--- src/rtl/txq_sched.sv ---
module txq_sched #(
  parameter int NQ = 10,
  parameter int CW = 4,
  parameter int TW = 8
) (
  input  logic               clk,
  input  logic               rst_n,
  input  logic [3*NQ-1:0]    q_type,
  input  logic [NQ-1:0]      q_en,
  input  logic [TW*NQ-1:0]   cbr_per,
  input  logic [TW*NQ-1:0]   cbr_thr,
  input  logic [TW*NQ-1:0]   rdy_time,
  input  logic [TW*NQ-1:0]   burst_time,
  input  logic [NQ-1:0]      enq,
  input  logic               bcn_tick,
  input  logic               done,
  output logic               sel_valid,
  output logic [((NQ > 1) ? $clog2(NQ) : 1)-1:0] sel_idx,
  output logic [CW*NQ-1:0]   q_pend,
  output logic [NQ-1:0]      q_active,
  output logic [NQ-1:0]      cbr_ovf
);
  localparam int IW = (NQ > 1) ? $clog2(NQ) : 1;
  localparam logic [2:0] T_OFF = 3'd0;
  localparam logic [2:0] T_BCN = 3'd2;
  localparam logic [2:0] T_CAB = 3'd3;
  localparam logic [CW-1:0] PMAX = '1;
  localparam logic [TW-1:0] TMAX = '1;

  logic [2:0]    qt   [NQ];
  logic [TW-1:0] per  [NQ];
  logic [TW-1:0] thr  [NQ];
  logic [TW-1:0] rdy  [NQ];
  logic [TW-1:0] bst  [NQ];
  logic [CW-1:0] pend [NQ];
  logic [TW-1:0] ccnt [NQ];
  logic [TW-1:0] cred [NQ];
  logic [TW-1:0] win  [NQ];
  logic [NQ-1:0] arm, tick, trig, elig, isb, take;
  logic          busy, just_done, any, gnt, fin;
  logic [IW-1:0] cur, run_q, pick;
  logic [TW-1:0] run_cyc;

  for (genvar g = 0; g < NQ; g++) begin : g_q
    assign qt[g]  = q_type[3*g +: 3];
    assign per[g] = cbr_per[TW*g +: TW];
    assign thr[g] = cbr_thr[TW*g +: TW];
    assign rdy[g] = rdy_time[TW*g +: TW];
    assign bst[g] = burst_time[TW*g +: TW];
    assign isb[g]  = qt[g] == T_BCN;
    assign tick[g] = per[g] != '0 && ccnt[g] == per[g] - 1'b1;
    assign trig[g] = (per[g] != '0) ? tick[g] : (isb[g] ? bcn_tick : enq[g]);
    assign elig[g] = qt[g] != T_OFF && q_en[g] && pend[g] != '0
                   && (per[g] == '0 || cred[g] != '0)
                   && (!isb[g] || arm[g])
                   && (rdy[g] == '0 || qt[g] == T_CAB || win[g] != '0)
                   && !(just_done && run_q == IW'(g) && bst[g] != '0 && run_cyc >= bst[g]);
    assign q_pend[CW*g +: CW] = pend[g];
    assign q_active[g] = qt[g] != T_OFF && (pend[g] != '0 || q_en[g]);


    ovf_src_chk: assert property (@(posedge clk) disable iff (!rst_n)
      cbr_ovf[g] |-> $past(per[g]) != '0 && $past(thr[g]) != '0);
  end

  always_comb begin
    pick = '0;
    for (int i = 0; i < NQ; i++) if (elig[i]) pick = IW'(i);
    for (int i = 0; i < NQ; i++) if (elig[i] && isb[i]) pick = IW'(i);
  end

  assign any  = |elig;
  assign gnt  = !busy && any;
  assign fin  = busy && done;
  assign take = gnt ? (NQ'(1) << pick) : '0;
  assign sel_valid = busy;
  assign sel_idx   = cur;

  always_ff @(posedge clk or negedge rst_n) begin
    if (!rst_n) begin
      busy <= 1'b0; cur <= '0; run_q <= '0; run_cyc <= '0; just_done <= 1'b0;
      arm <= '0; cbr_ovf <= '0;
      for (int i = 0; i < NQ; i++) begin
        pend[i] <= '0; ccnt[i] <= '0; cred[i] <= '0; win[i] <= '0;
      end
    end else begin
      just_done <= fin;
      if (gnt) begin
        busy  <= 1'b1;
        cur   <= pick;
        run_q <= pick;
        if (!(just_done && pick == run_q)) run_cyc <= '0;
      end else if (busy) begin
        if (run_cyc != TMAX) run_cyc <= run_cyc + 1'b1;
        if (done) busy <= 1'b0;
      end
      for (int i = 0; i < NQ; i++) begin
        if (qt[i] == T_OFF) pend[i] <= '0;
        else if (enq[i] && !(fin && cur == IW'(i))) begin
          if (pend[i] != PMAX) pend[i] <= pend[i] + 1'b1;
        end else if (!enq[i] && fin && cur == IW'(i) && pend[i] != '0)
          pend[i] <= pend[i] - 1'b1;

        if (per[i] == '0 || tick[i]) ccnt[i] <= '0;
        else ccnt[i] <= ccnt[i] + 1'b1;

        if (per[i] == '0) cred[i] <= '0;
        else if (tick[i] && !take[i]) begin
          if (cred[i] != TMAX) cred[i] <= cred[i] + 1'b1;
        end else if (!tick[i] && take[i] && cred[i] != '0)
          cred[i] <= cred[i] - 1'b1;

        cbr_ovf[i] <= tick[i] && thr[i] != '0 && !take[i] && cred[i] >= thr[i];

        if (trig[i]) win[i] <= rdy[i];
        else if (win[i] != '0) win[i] <= win[i] - 1'b1;

        if (bcn_tick && isb[i]) arm[i] <= 1'b1;
        else if (take[i]) arm[i] <= 1'b0;
      end
    end
  end


  hold_sel_chk: assert property (@(posedge clk) disable iff (!rst_n)
    busy && !done |=> busy && $stable(cur));

  bcn_first_chk: assert property (@(posedge clk) disable iff (!rst_n)
    gnt && |(elig & isb) |=> qt[cur] == T_BCN);

  no_underflow_chk: assert property (@(posedge clk) disable iff (!rst_n)
    busy |-> pend[cur] != '0);

  off_never_sel_chk: assert property (@(posedge clk) disable iff (!rst_n)
    busy |-> qt[cur] != T_OFF);
endmodule

--- config.mk ---
export PLATFORM = sky130hd
export DESIGN_NAME = txq_sched
export DESIGN_NICKNAME = d
export VERILOG_FILES = /design/src/rtl/txq_sched.sv
export SDC_FILE = /design/constraint.sdc
export NUM_CORES = 1
export LEC_CHECK = 0
export ABC_AREA = 0
export BUFFER_PORTS_ARGS = -buffer_cell sky130_fd_sc_hd__buf_2
export CORE_MARGIN = 5
export CORE_UTILIZATION = 58
export CTS_CLUSTER_DIAMETER = 120
export DETAILED_ROUTE_END_ITERATION = 10
export MAX_ROUTING_LAYER = met4
export PLACE_DENSITY = 0.82
export SETUP_SLACK_MARGIN = 0.4
export SLEW_MARGIN = 20
export SYNTH_ARGS = -nofsm -noshare
export SYNTH_HDL_FRONTEND = slang
export SYNTH_SLANG_ARGS = --single-unit
--- constraint.sdc ---
create_clock -name clk -period 6.95 [get_ports clk]
set_input_delay 1.7375 -clock clk [delete_from_list [all_inputs] [get_ports clk]]
set_output_delay 1.7375 -clock clk [all_outputs]
set_load 0.05 [all_outputs]
# Word-level counts from Yosys, hierarchy flattened
# Cells that the tools add are included.
[word_totals]
wordCells = 935
input_bits = 374
regBits = 314
[op_classes]
n_lt_le_gt_ge = 20
n_eq_ne = 82
reduce_logical = 529
n_addsub = 71
n_mux = 177
shifts = 1
[op_table]
columns = ["cell", "n"]
rows = [
  ["8-bit two-way mux", 74],
  ["8-bit nonzero test", 50],
  ["1-bit logical AND", 243],
  ["8-bit by 1-bit subtractor with 8-bit output, second input constant", 30],
  ["4-bit two-way mux", 57],
  ["8-bit by 1-bit adder with 8-bit output, second input constant", 21],
  ["8-bit greater-or-equal comparator", 20],
  ["8-bit zero test", 20],
  ["3-bit nonzero test", 30],
  ["8-bit != test, second input constant", 11],
  ["8-bit == test", 10],
  ["1-bit zero test", 61],
  ["3-bit by 2-bit == test with 1-bit output, second input constant", 20],
  ["1-bit logical OR", 60],
  ["3-bit by 2-bit != test with 1-bit output, second input constant", 20],
  ["1-bit two-way mux", 44],
  ["2-bit nonzero test", 22],
  ["4-bit by 1-bit adder with 4-bit output, second input constant", 10],
  ["4-bit != test, second input constant", 10],
  ["2-bit AND reduction", 20],
  ["4-bit nonzero test", 10],
  ["4-bit by 1-bit subtractor with 4-bit output, second input constant", 10],
  ["3-bit zero test", 10],
  ["4-bit by 3-bit == test with 1-bit output, second input constant", 4],
  ["other kinds (11)", 13],
]

# Depth between registers and ports, before layout
# Gate-level depths: netlist of run 1.
[depth]
word_depth = 33
ltp_mapped = 27
depth_no_buf = 25

# Worst setup path before layout of run 1
# OpenSTA, ideal clock, no wires.
[synth_path]
path_type = "input to register"
start = "in cbr_per[48]"
end = "reg cred[31] (netlist bit)"
t_arrival_ns = 6.469
slack_ns = 0.318
required_time_ns = 6.788
stages = 26
n_path_buf = 1
path_cell_list = "inv_1 > ha_1 > or3b_1 > or4_1 > a22oi_1 > o211a_2 > nand3_1 > and2_1 > a21bo_2 > o211a_1 > buf_2 > nand3_1 > and3_1 > inv_1 > ha_1 > a21o_1 > a21o_1 > a21o_1 > a21oi_1 > nor2b_1 > o21ai_0 > nand2b_1 > or3_1 > mux2i_1 > xnor2_1 > nor2_1"
[synth_via]
elab_chain_cells = 26
word_cells_on_any_way = 39
cone_classes = "1 x add/sub; 2 x eq/ne; 1 x shift; 17 x mux; 18 x reduce/logical"
[synth_rtl]
columns = ["element", "line_no", "rtl"]
rows = [
  ["from (decl)", "10", "input logic [TW*NQ-1:0] cbr_per,"],
  ["8-bit zero test", "54, 107", ""],
  ["1-bit logical OR", "54", "&& (per[g] == '0 || cred[g] != '0)"],
  ["1-bit logical AND", "54", ""],
  ["1-bit logical AND", "55", "&& (!isb[g] || arm[g])"],
  ["1-bit logical AND", "56", "&& (rdy[g] == '0 || qt[g] == T_CAB || win[g] != '0)"],
  ["1-bit logical AND", "57", "&& !(just_done && run_q == IW'(g) && bst[g] != '0 && run_cyc >= bst[g]);"],
  ["4-bit two-way mux (4 in series)", "68", "for (int i = 0; i < NQ; i++) if (elig[i]) pick = IW'(i);"],
  ["4-bit two-way mux (10 in series)", "69", "for (int i = 0; i < NQ; i++) if (elig[i] && isb[i]) pick = IW'(i);"],
  ["1-bit by 4-bit left shift with 10-bit output", "75", "assign take = gnt ? (NQ'(1) << pick) : '0;"],
  ["10-bit two-way mux", "75", ""],
  ["1-bit zero test or 1-bit logical AND (tied branches)", "108, 110", ""],
  ["1-bit logical AND, on equally long branches", "108, 110", ""],
  ["3-bit by 2-bit != test with 1-bit output (no source line), or another cell as far along", "--", ""],
  ["2-bit AND reduction (no source line) or 8-bit two-way mux (tied branches)", "--", ""],
  ["to (signal, indexed assignment)", "111", "cred[i] <= cred[i] - 1'b1;"],
  ["to (decl)", "37", "logic [TW-1:0] cred [NQ];"],
]
# Parallel ways exist; a longest one is shown, timed or not.
# A chain may end at the register's enable or synchronous reset.

# Worst setup path after layout of run 1
[layout_path]
start = "in cbr_per[18]"
end = "reg cred[39] (netlist bit)"
[layout_via]
elab_chain_cells = 30
word_cells_on_any_way = 38
cone_classes = "1 x eq/ne; 1 x shift; 21 x mux; 15 x reduce/logical"
[layout_rtl]
columns = ["element", "line_no"]
rows = [
  ["8-bit zero test *", "54"],
  ["1-bit logical OR *", "54"],
  ["1-bit logical AND *", "54"],
  ["1-bit logical AND *", "55"],
  ["1-bit logical AND *", "56"],
  ["1-bit logical AND *", "57"],
  ["2-bit two-way mux", "68"],
  ["4-bit two-way mux (7 in series)", "68"],
  ["4-bit two-way mux (10 in series)", "69"],
  ["1-bit by 4-bit left shift with 10-bit output", "75"],
  ["10-bit two-way mux *", "75"],
  ["1-bit zero test or 1-bit logical AND (tied branches)", "108, 110"],
  ["1-bit logical AND, on equally long branches", "108, 110"],
  ["3-bit by 2-bit != test with 1-bit output (no source line), or another cell as far along", "--"],
  ["2-bit AND reduction (no source line) or 8-bit two-way mux (tied branches)", "--"],
]
# Mark *: on every way between the ends. The rest lies on a longest branch, timed or not.

==> results of run 1 <==
## power by group through the flow
stage / registers [uW] / logic, uW / clock network (uW)
4_1_cts: 3900 / 6150 / 2180
3_3_place_gp: 3890 / 5860 / 0
5_1_grt: 4060 / 6940 / 2270
2_1_floorplan: 3940 / 4330 / 0
6_report: 3930 / 6170 / 2140
3_5_place_dp: 3900 / 6080 / 0
## registers in the layout (all words and copies together), names as in the netlist
signal     count
run_cyc        8
sel_valid      1
arm           10
run_q          4
cred          80
ccnt          80
cbr_ovf       10
win           80
just_done      1
q_pend        40
## metal layers
| layer | part of all wire | wire (um) | vias to the layer above |
|---|---|---|---|
| li1 | - | - | 11737 |
| met1 | 0.41 | 31280 | 11639 |
| met2 | 0.48 | 36810 | 776 |
| met3 | 0.077 | 5846 | 187 |
| met4 | 0.032 | 2424 | 0 |
| met5 | 0 | 0 | - |
## worst paths after layout
| kind | from | to | slack, ns | cells after the start |
|---|---|---|---|---|
| hold / removal | arm[3] | arm[3] | 0.49 | 2 |
| max in group asynchronous | rst_n | q_pend[18] | 4.29 | 2 |
| setup reg to reg | run_cyc[2] | cred[39] | 1.06 | 21 |
| setup / recovery | cbr_per[18] | cred[39] | 0.64 | 21 |
| min in group asynchronous | rst_n | cbr_ovf[1] | 1.22 | 1 |
| hold reg to reg | arm[3] | arm[3] | 0.49 | 2 |
## through the flow
step / hold slack [ns] / cells
after global routing: 0.5209 / 4153
final: 0.4902 / 4156
after detailed placement: 0.4770 / 4063
after global placement: 0.4671 / 4063
after CTS: 0.4910 / 4134
after floorplan: 0.4470 / 3011
## placed cells by master (no fill, tap or decap), drive strengths merged, types with 34 or more instances in the layout
cell type | synthesis | final
mux2i | 63 | 63
nor3 | 78 | 78
a21oi | 139 | 139
mux2 | 37 | 37
ha | 277 | 277
a21o | 61 | 61
buf | 8 | 513
nor4 | 88 | 88
inv | 242 | 242
o21ai | 139 | 139
xnor2 | 162 | 162
nand2 | 235 | 235
dfrtp | 314 | 314
nand4 | 38 | 38
clkbuf | 44 | 62
o31ai | 34 | 34
xor2 | 136 | 136
a211oi | 52 | 52
nor2 | 321 | 321
nand2b | 54 | 54
nand3 | 95 | 95
nor2b | 60 | 60
## area by class of cell
class,instances,area share
multi-input combinational,2403,0.5559
sequential,314,0.2549
timing repair buffer,513,0.09051
clock buffer,62,0.03876
inverter,242,0.02947
tap,592,0.02403
clock inverter,9,0.004708
antenna,21,0.001705
## cell usage after synthesis, types with 10 or more instances
| cell type | n |
|---|---|
| fa_1 | 20 |
| a21o_1 | 61 |
| nor4_1 | 85 |
| and3_1 | 33 |
| mux2_2 | 36 |
| nor2_1 | 319 |
| clkbuf_1 | 44 |
| nor3b_1 | 15 |
| or4_1 | 23 |
| or3_1 | 19 |
| nand3b_1 | 15 |
| a211oi_1 | 52 |
| nand4_1 | 38 |
| nand2b_1 | 54 |
| dfrtp_1 | 314 |
| nor3_1 | 74 |
| o21bai_1 | 10 |
| o31ai_1 | 34 |
| and2_1 | 12 |
| o21a_1 | 10 |
| nand2_1 | 235 |
| nand3_1 | 94 |
| nor2b_1 | 60 |
| inv_1 | 242 |
| xor2_1 | 136 |
| o21ai_0 | 130 |
| a31oi_1 | 22 |
| a21oi_1 | 138 |
| mux2i_1 | 59 |
| xnor2_1 | 162 |
| a211o_1 | 11 |
| or2_2 | 11 |
| ha_1 | 277 |
| a21boi_0 | 10 |
## worst register-to-register path: stages, from the launching register on
cell and delay (ns):
dfrtp_1 0.95, ha_1 0.40, a21o_1 0.16, a31oi_1 0.14, o21ai_0 0.13, a21oi_1 0.37
a2bb2oi_1 0.17, a211o_1 0.33, a2111oi_4 0.40, o211a_1 0.27, buf_4 0.18, o31ai_1 0.10
or2_2 0.29, ha_1 0.28, a21o_1 0.18, a21o_1 0.19, a21o_1 0.18, a21oi_1 0.20
o21bai_1 0.11, a21oi_2 0.18, mux2_2 0.35, a211oi_1 0.21
## kinds of logic (layout without fill, tap and decap cells)
family / after synthesis / after routing / synth area share
AO/OA/AOI/OAI: 565 / 565 / 0.1407
XOR/XNOR: 298 / 298 / 0.1001
adder cells (fa/ha/maj): 297 / 297 / 0.1483
buffers and inverters: 294 / 826 / 0.04273
flip-flops: 314 / 314 / 0.3015
multiplexers: 100 / 100 / 0.04191
other: 0 / 21 / 0
AND/OR/NAND/NOR: 1143 / 1143 / 0.2247
## timing repair
action	CTS	global route
resized for setup	0	8
setup endpoints to repair	0	9
hold buffers	0	0
hold endpoints to repair	0	0
setup buffers	0	1
==> impl_metrics.ini, run 1 <==
[run_status]
outcome = finished clean

[pwr]
seqPwrFrac = 0.321
power.leakage_uw = 0.01491
swShare = 0.4391
power_switching_uw = 5375
power_frac_clock = 0.175
p_per_area_nw_per_um2 = 397.0
vdd_ir_drop_max_uv = 289.9
p_int_uw = 6865
power.total_uw = 12240
pwr-share-comb = 0.504

[logic_synthesis]
synth-main-ff-cell = dfrtp_1
async_flop_share = 1.000
ys_warn_count = 0
postSynthCellCount = 3011
synth.largest_area_cell = dfrtp_1
ys_seq_area_frac = 0.3015
synthesis.nets = 3682
synth_area_leaders = dfrtp_1 30%, ha_1 13%, xnor2_1 5.4%
ys_ff_latch = 314
synth_top_area_frac = 0.3015
synth_cell_types = 89
synth.avg_cell_area_sq_um = 8.656
synth_edf_count = 0
syn_area_sq_um = 26060

[floorplanning]
start_util = 0.5881
rows = 77
core_sq_um = 44320
dieWidth_um = 222.0
ios = 439
die_h_um = 222.0
die-area_sq_um = 49280

[cts]
cts_tree = done
clk_pin_slew_ns = 0.06
htree_levels = 2
cts.sinks = 314
insertion_delay_ns = 0.56
root_buffer = clkbuf_16
cts.path.max_buffers = 3
cts-buffers-inserted = 39

[routing]
avgViaCountPerCell = 5.856
drc_errors = 0
wl_per_cell_um = 18.37
detail-route-antenna-nets = 0
via_count = 24339
initialDrtViolationCount = 1700
wirelength_mm = 76.36
dr.pass1.iters = 5

[place]
gp_congestion = 0.9594
dp_hpwl_mm = 59.79
place.port_buffers = 438
placed_cell_area_sq_um = 29390
place_ws_ns = -0.1229

[worst_setup_path]
crit_fanout = 7
startpoint_type = input pin
path_buf_inv = 2
cp_common_cell = a21o_1
cp_slowest_cell = or4_4
path_cells = buf_2 -> or4_4 -> nor4b_4 -> nor2_1 -> a21oi_4 -> a2bb2oi_1 -> a211o_1 -> a2111oi_4 -> o211a_1 -> buf_4 -> o31ai_1 -> or2_2 -> ha_1 -> a21o_1 -> a21o_1 -> a21o_1 -> a21oi_1 -> o21bai_1 -> a21oi_2 -> mux2_2 -> a211oi_1
path_delay_family = compound AO/OA/AOI/OAI gates
path_class = in2reg
endpoint_kind = register
max_stage_delay_ns = 0.57
cp_data_arrival_time_ns = 6.78
required_ns = 7.42

[sta]
slew_headroom = 0.2900
fin_ws_ns = 0.6389
fin_skew_ns = 0.01999
setup_violations = 0
worst_slew_pin_slew_ns = 1.057
slew_violations = 0
hold_viol = 0
min_period_ns = 6.311
fin_tns_setup_ns = 0
post-route-period-util = 0.9081
fmax_mhz = 158.5
rsz0062_at_grt = yes

[grt]
overflow = 0
met1_usage = 0.3760
grt.busiest_layer = met2
grt_max_degree = 152
use_met3 = 0.07123
grt_pass1_wl_mm = 122.3
grt_pass1_vias = 24212
use_met2 = 0.5108
grt_antenna_before_repair = 18
grt_use_total = 0.3078

[cells_and_area]
final_core_util = 0.6956
syn2layout_area_growth_pct = 18.28
multi_input_area_sq_um = 17140
fillCellCount = 3557
final_area_sq_um = 30830
drive_gt1_frac = 0.1883
finalNetCount = 4184
final-seq-area_sq_um = 7858

[job]
maxCapViolCount = 0

[min_path]
hold_class = reg2reg
Power figures use the tool's default switching activity.
==> inputs of run 2 (changes only) <==
--- a/config.mk
+++ b/config.mk
@@ -8,11 +8,11 @@
 export ABC_AREA = 0
 export BUFFER_PORTS_ARGS = -buffer_cell sky130_fd_sc_hd__buf_2
 export CORE_MARGIN = 5
-export CORE_UTILIZATION = 58
+export CORE_UTILIZATION = 60
 export CTS_CLUSTER_DIAMETER = 120
 export DETAILED_ROUTE_END_ITERATION = 10
 export MAX_ROUTING_LAYER = met4
-export PLACE_DENSITY = 0.82
+export PLACE_DENSITY = 0.84
 export SETUP_SLACK_MARGIN = 0.4
 export SLEW_MARGIN = 20
 export SYNTH_ARGS = -nofsm -noshare
==> constraint.sdc (replaced) <==
create_clock -name clk -period 7.9 [get_ports clk]
set_input_delay 1.975 -clock clk [delete_from_list [all_inputs] [get_ports clk]]
set_output_delay 1.975 -clock clk [all_outputs]
set_load 0.05 [all_outputs]
==> impl_metrics.ini, run 2 (synthesis gave the netlist of run 1 again) <==
[cts]
cts.sinks = 314
cts_resized = 0
root_buffer = clkbuf_16
cts-buffers-inserted = 38
insertion_delay_ns = 0.56
htree_levels = 2
postCtsSetupRepairBufs = 0
cts_tree = done
cts.path.max_buffers = 3
holdBufCountCts = 0
clk_pin_slew_ns = 0.06

[min_path]
whs_path_depth = 2
hold_class = reg2reg
hp-start = arm[4]
whs_endpoint = arm[4]

[floorplanning]
rows = 76
die-area_sq_um = 47710
ios = 439
core_sq_um = 42980
dieWidth_um = 218.4
die_h_um = 218.4
start_util = 0.6064

[cells_and_area]
mostFrequentLayoutCells = 437 x buf_2, 319 x nor2_1, 314 x dfrtp_1
top_regs = ccnt x80, cred x80, win x80
syn2layout_area_growth_pct = 16.64
finalNetCount = 4133
drive_gt1_frac = 0.1765
layout_commonest_cell = buf_2

[pwr]
p_per_area_nw_per_um2 = 354.7
power_switching_uw = 4806
pwr-share-comb = 0.499
power.leakage_uw = 0.01466
vdd_ir_drop_max_uv = 213.0
power.total_uw = 10780
p_int_uw = 5976
power_frac_clock = 0.180
swShare = 0.4458
seqPwrFrac = 0.322

[worst_setup_path]
regToRegStartpoint = run_cyc[0]
required_ns = 8.33
rrSetupSlack_ns = 1.48
cp_data_arrival_time_ns = 7.57
startpoint_type = input pin
endpoint_kind = register
crit_fanout = 8
reg2reg_depth = 24
path_class = in2reg
rr_endpoint = cred[63]
critPathLaunch = cbr_per[72]

[routing]
dr.pass1.iters = 6
detail-route-antenna-nets = 0
wl_per_cell_um = 19.28
avgViaCountPerCell = 5.958
wirelength_mm = 78.91
via_count = 24388
drc_errors = 0
initialDrtViolationCount = 2079

[sta]
setup_violations = 0
slew_headroom = 0.3150
rsz0062_at_grt = no
fin_skew_ns = 0.02260
slew_violations = 0
worst_slew_pin_slew_ns = 1.025
fin_ws_ns = 0.7665
fmax_mhz = 140.2
post-route-period-util = 0.9030
min_period_ns = 7.134
fin_tns_setup_ns = 0
hold_viol = 0

[grt]
grt_antenna_before_repair = 17
grt_pass1_wl_mm = 125.5
use_met3 = 0.06552
grt_use_total = 0.3319
overflow = 0
use_met2 = 0.5539
grt_max_degree = 129
grt_pass1_vias = 24683
met1_usage = 0.4033
grt.busiest_layer = met2

[run_status]
outcome = finished clean

[place]
place.port_buffers = 438
place_ws_ns = 0.2289
gp_congestion = 0.9660
dp_hpwl_mm = 62.65

[job]
maxCapViolCount = 0
run 2: cell count changes in the layout (fill, tap and decap cells not counted), sizes merged:
cell	before	now
diode	21	18
clkinv	5	6
clkinvlp	0	5
clkbuf	62	49
inv	242	243
bufinv	4	7
buf	513	463
run 2: worst max path at each step:
| stage | slack [ns] | cells past startpoint | to |
|---|---|---|---|
| finish | 0.77 | 24 | cred[63] |
| global route | 0.43 | 24 | cred[63] |
| floorplan | 1.03 | 26 | cred[31] |
| global placement | 0.45 | 26 | cred[31] |
| detailed placement | 0.23 | 24 | cred[63] |
| CTS | 0.80 | 24 | cred[63] |
run 2: final cells by class:
cell class              instances  area [sq um]
well taps                     585         732.0
repair buffers                463          2402
multi-input cells            2403         17090
flip-flops and latches        314          7858
diodes                         18         45.04
clock inverters                19         290.3
fillers                      3344         12580
clock buffers                  49          1074
inverters                     242         908.4
run 2: critical path, cell delays in order:
cell	delay, ns
buf_2	0.12
inv_1	0.05
ha_1	0.18
nor3b_1	0.36
and3_1	0.25
o2111ai_1	0.13
a21oi_1	0.44
and2_0	0.44
nor2_1	0.14
o41a_2	0.55
nand4_1	0.31
nand3b_1	0.37
nand2_1	0.30
ha_1	0.36
a21o_1	0.19
a21o_1	0.19
a21o_1	0.17
a21oi_1	0.23
nor2b_1	0.07
o21ai_0	0.21
a211oi_1	0.12
mux2i_1	0.17
xor2_1	0.16
nor2_1	0.06
run 2: layer usage:
metal  wire length [um]  part of all wire  vias up
li1                   -                 -    11615
met1              32030              0.41    11650
met2              37900              0.48      914
met3               6045             0.077      209
met4               2929             0.037        0
met5                  0                 0        -
run 2: power by group through the flow:
stage,Combinational (uW),Clock [uW],Sequential (uW)
6_report,5380,1940,3470
5_1_grt,6020,2030,3580
4_1_cts,5370,1960,3440
3_5_place_dp,5310,0,3450
3_3_place_gp,5000,0,3390
2_1_floorplan,3810,0,3470
run 2: metrics by stage:
stage / area, sq um / hold slack, ns / std cells / utilization
2_1_floorplan: 26060 / 0.4470 / 3011 / -
3_3_place_gp: 28990 / 0.4649 / 4007 / 0.6745
3_5_place_dp: 28990 / 0.4761 / 4007 / 0.6745
4_1_cts: 30360 / 0.4897 / 4075 / 0.7062
5_1_grt: 30400 / 0.5303 / 4091 / 0.7072
6_report: 30400 / 0.4819 / 4093 / 0.7073
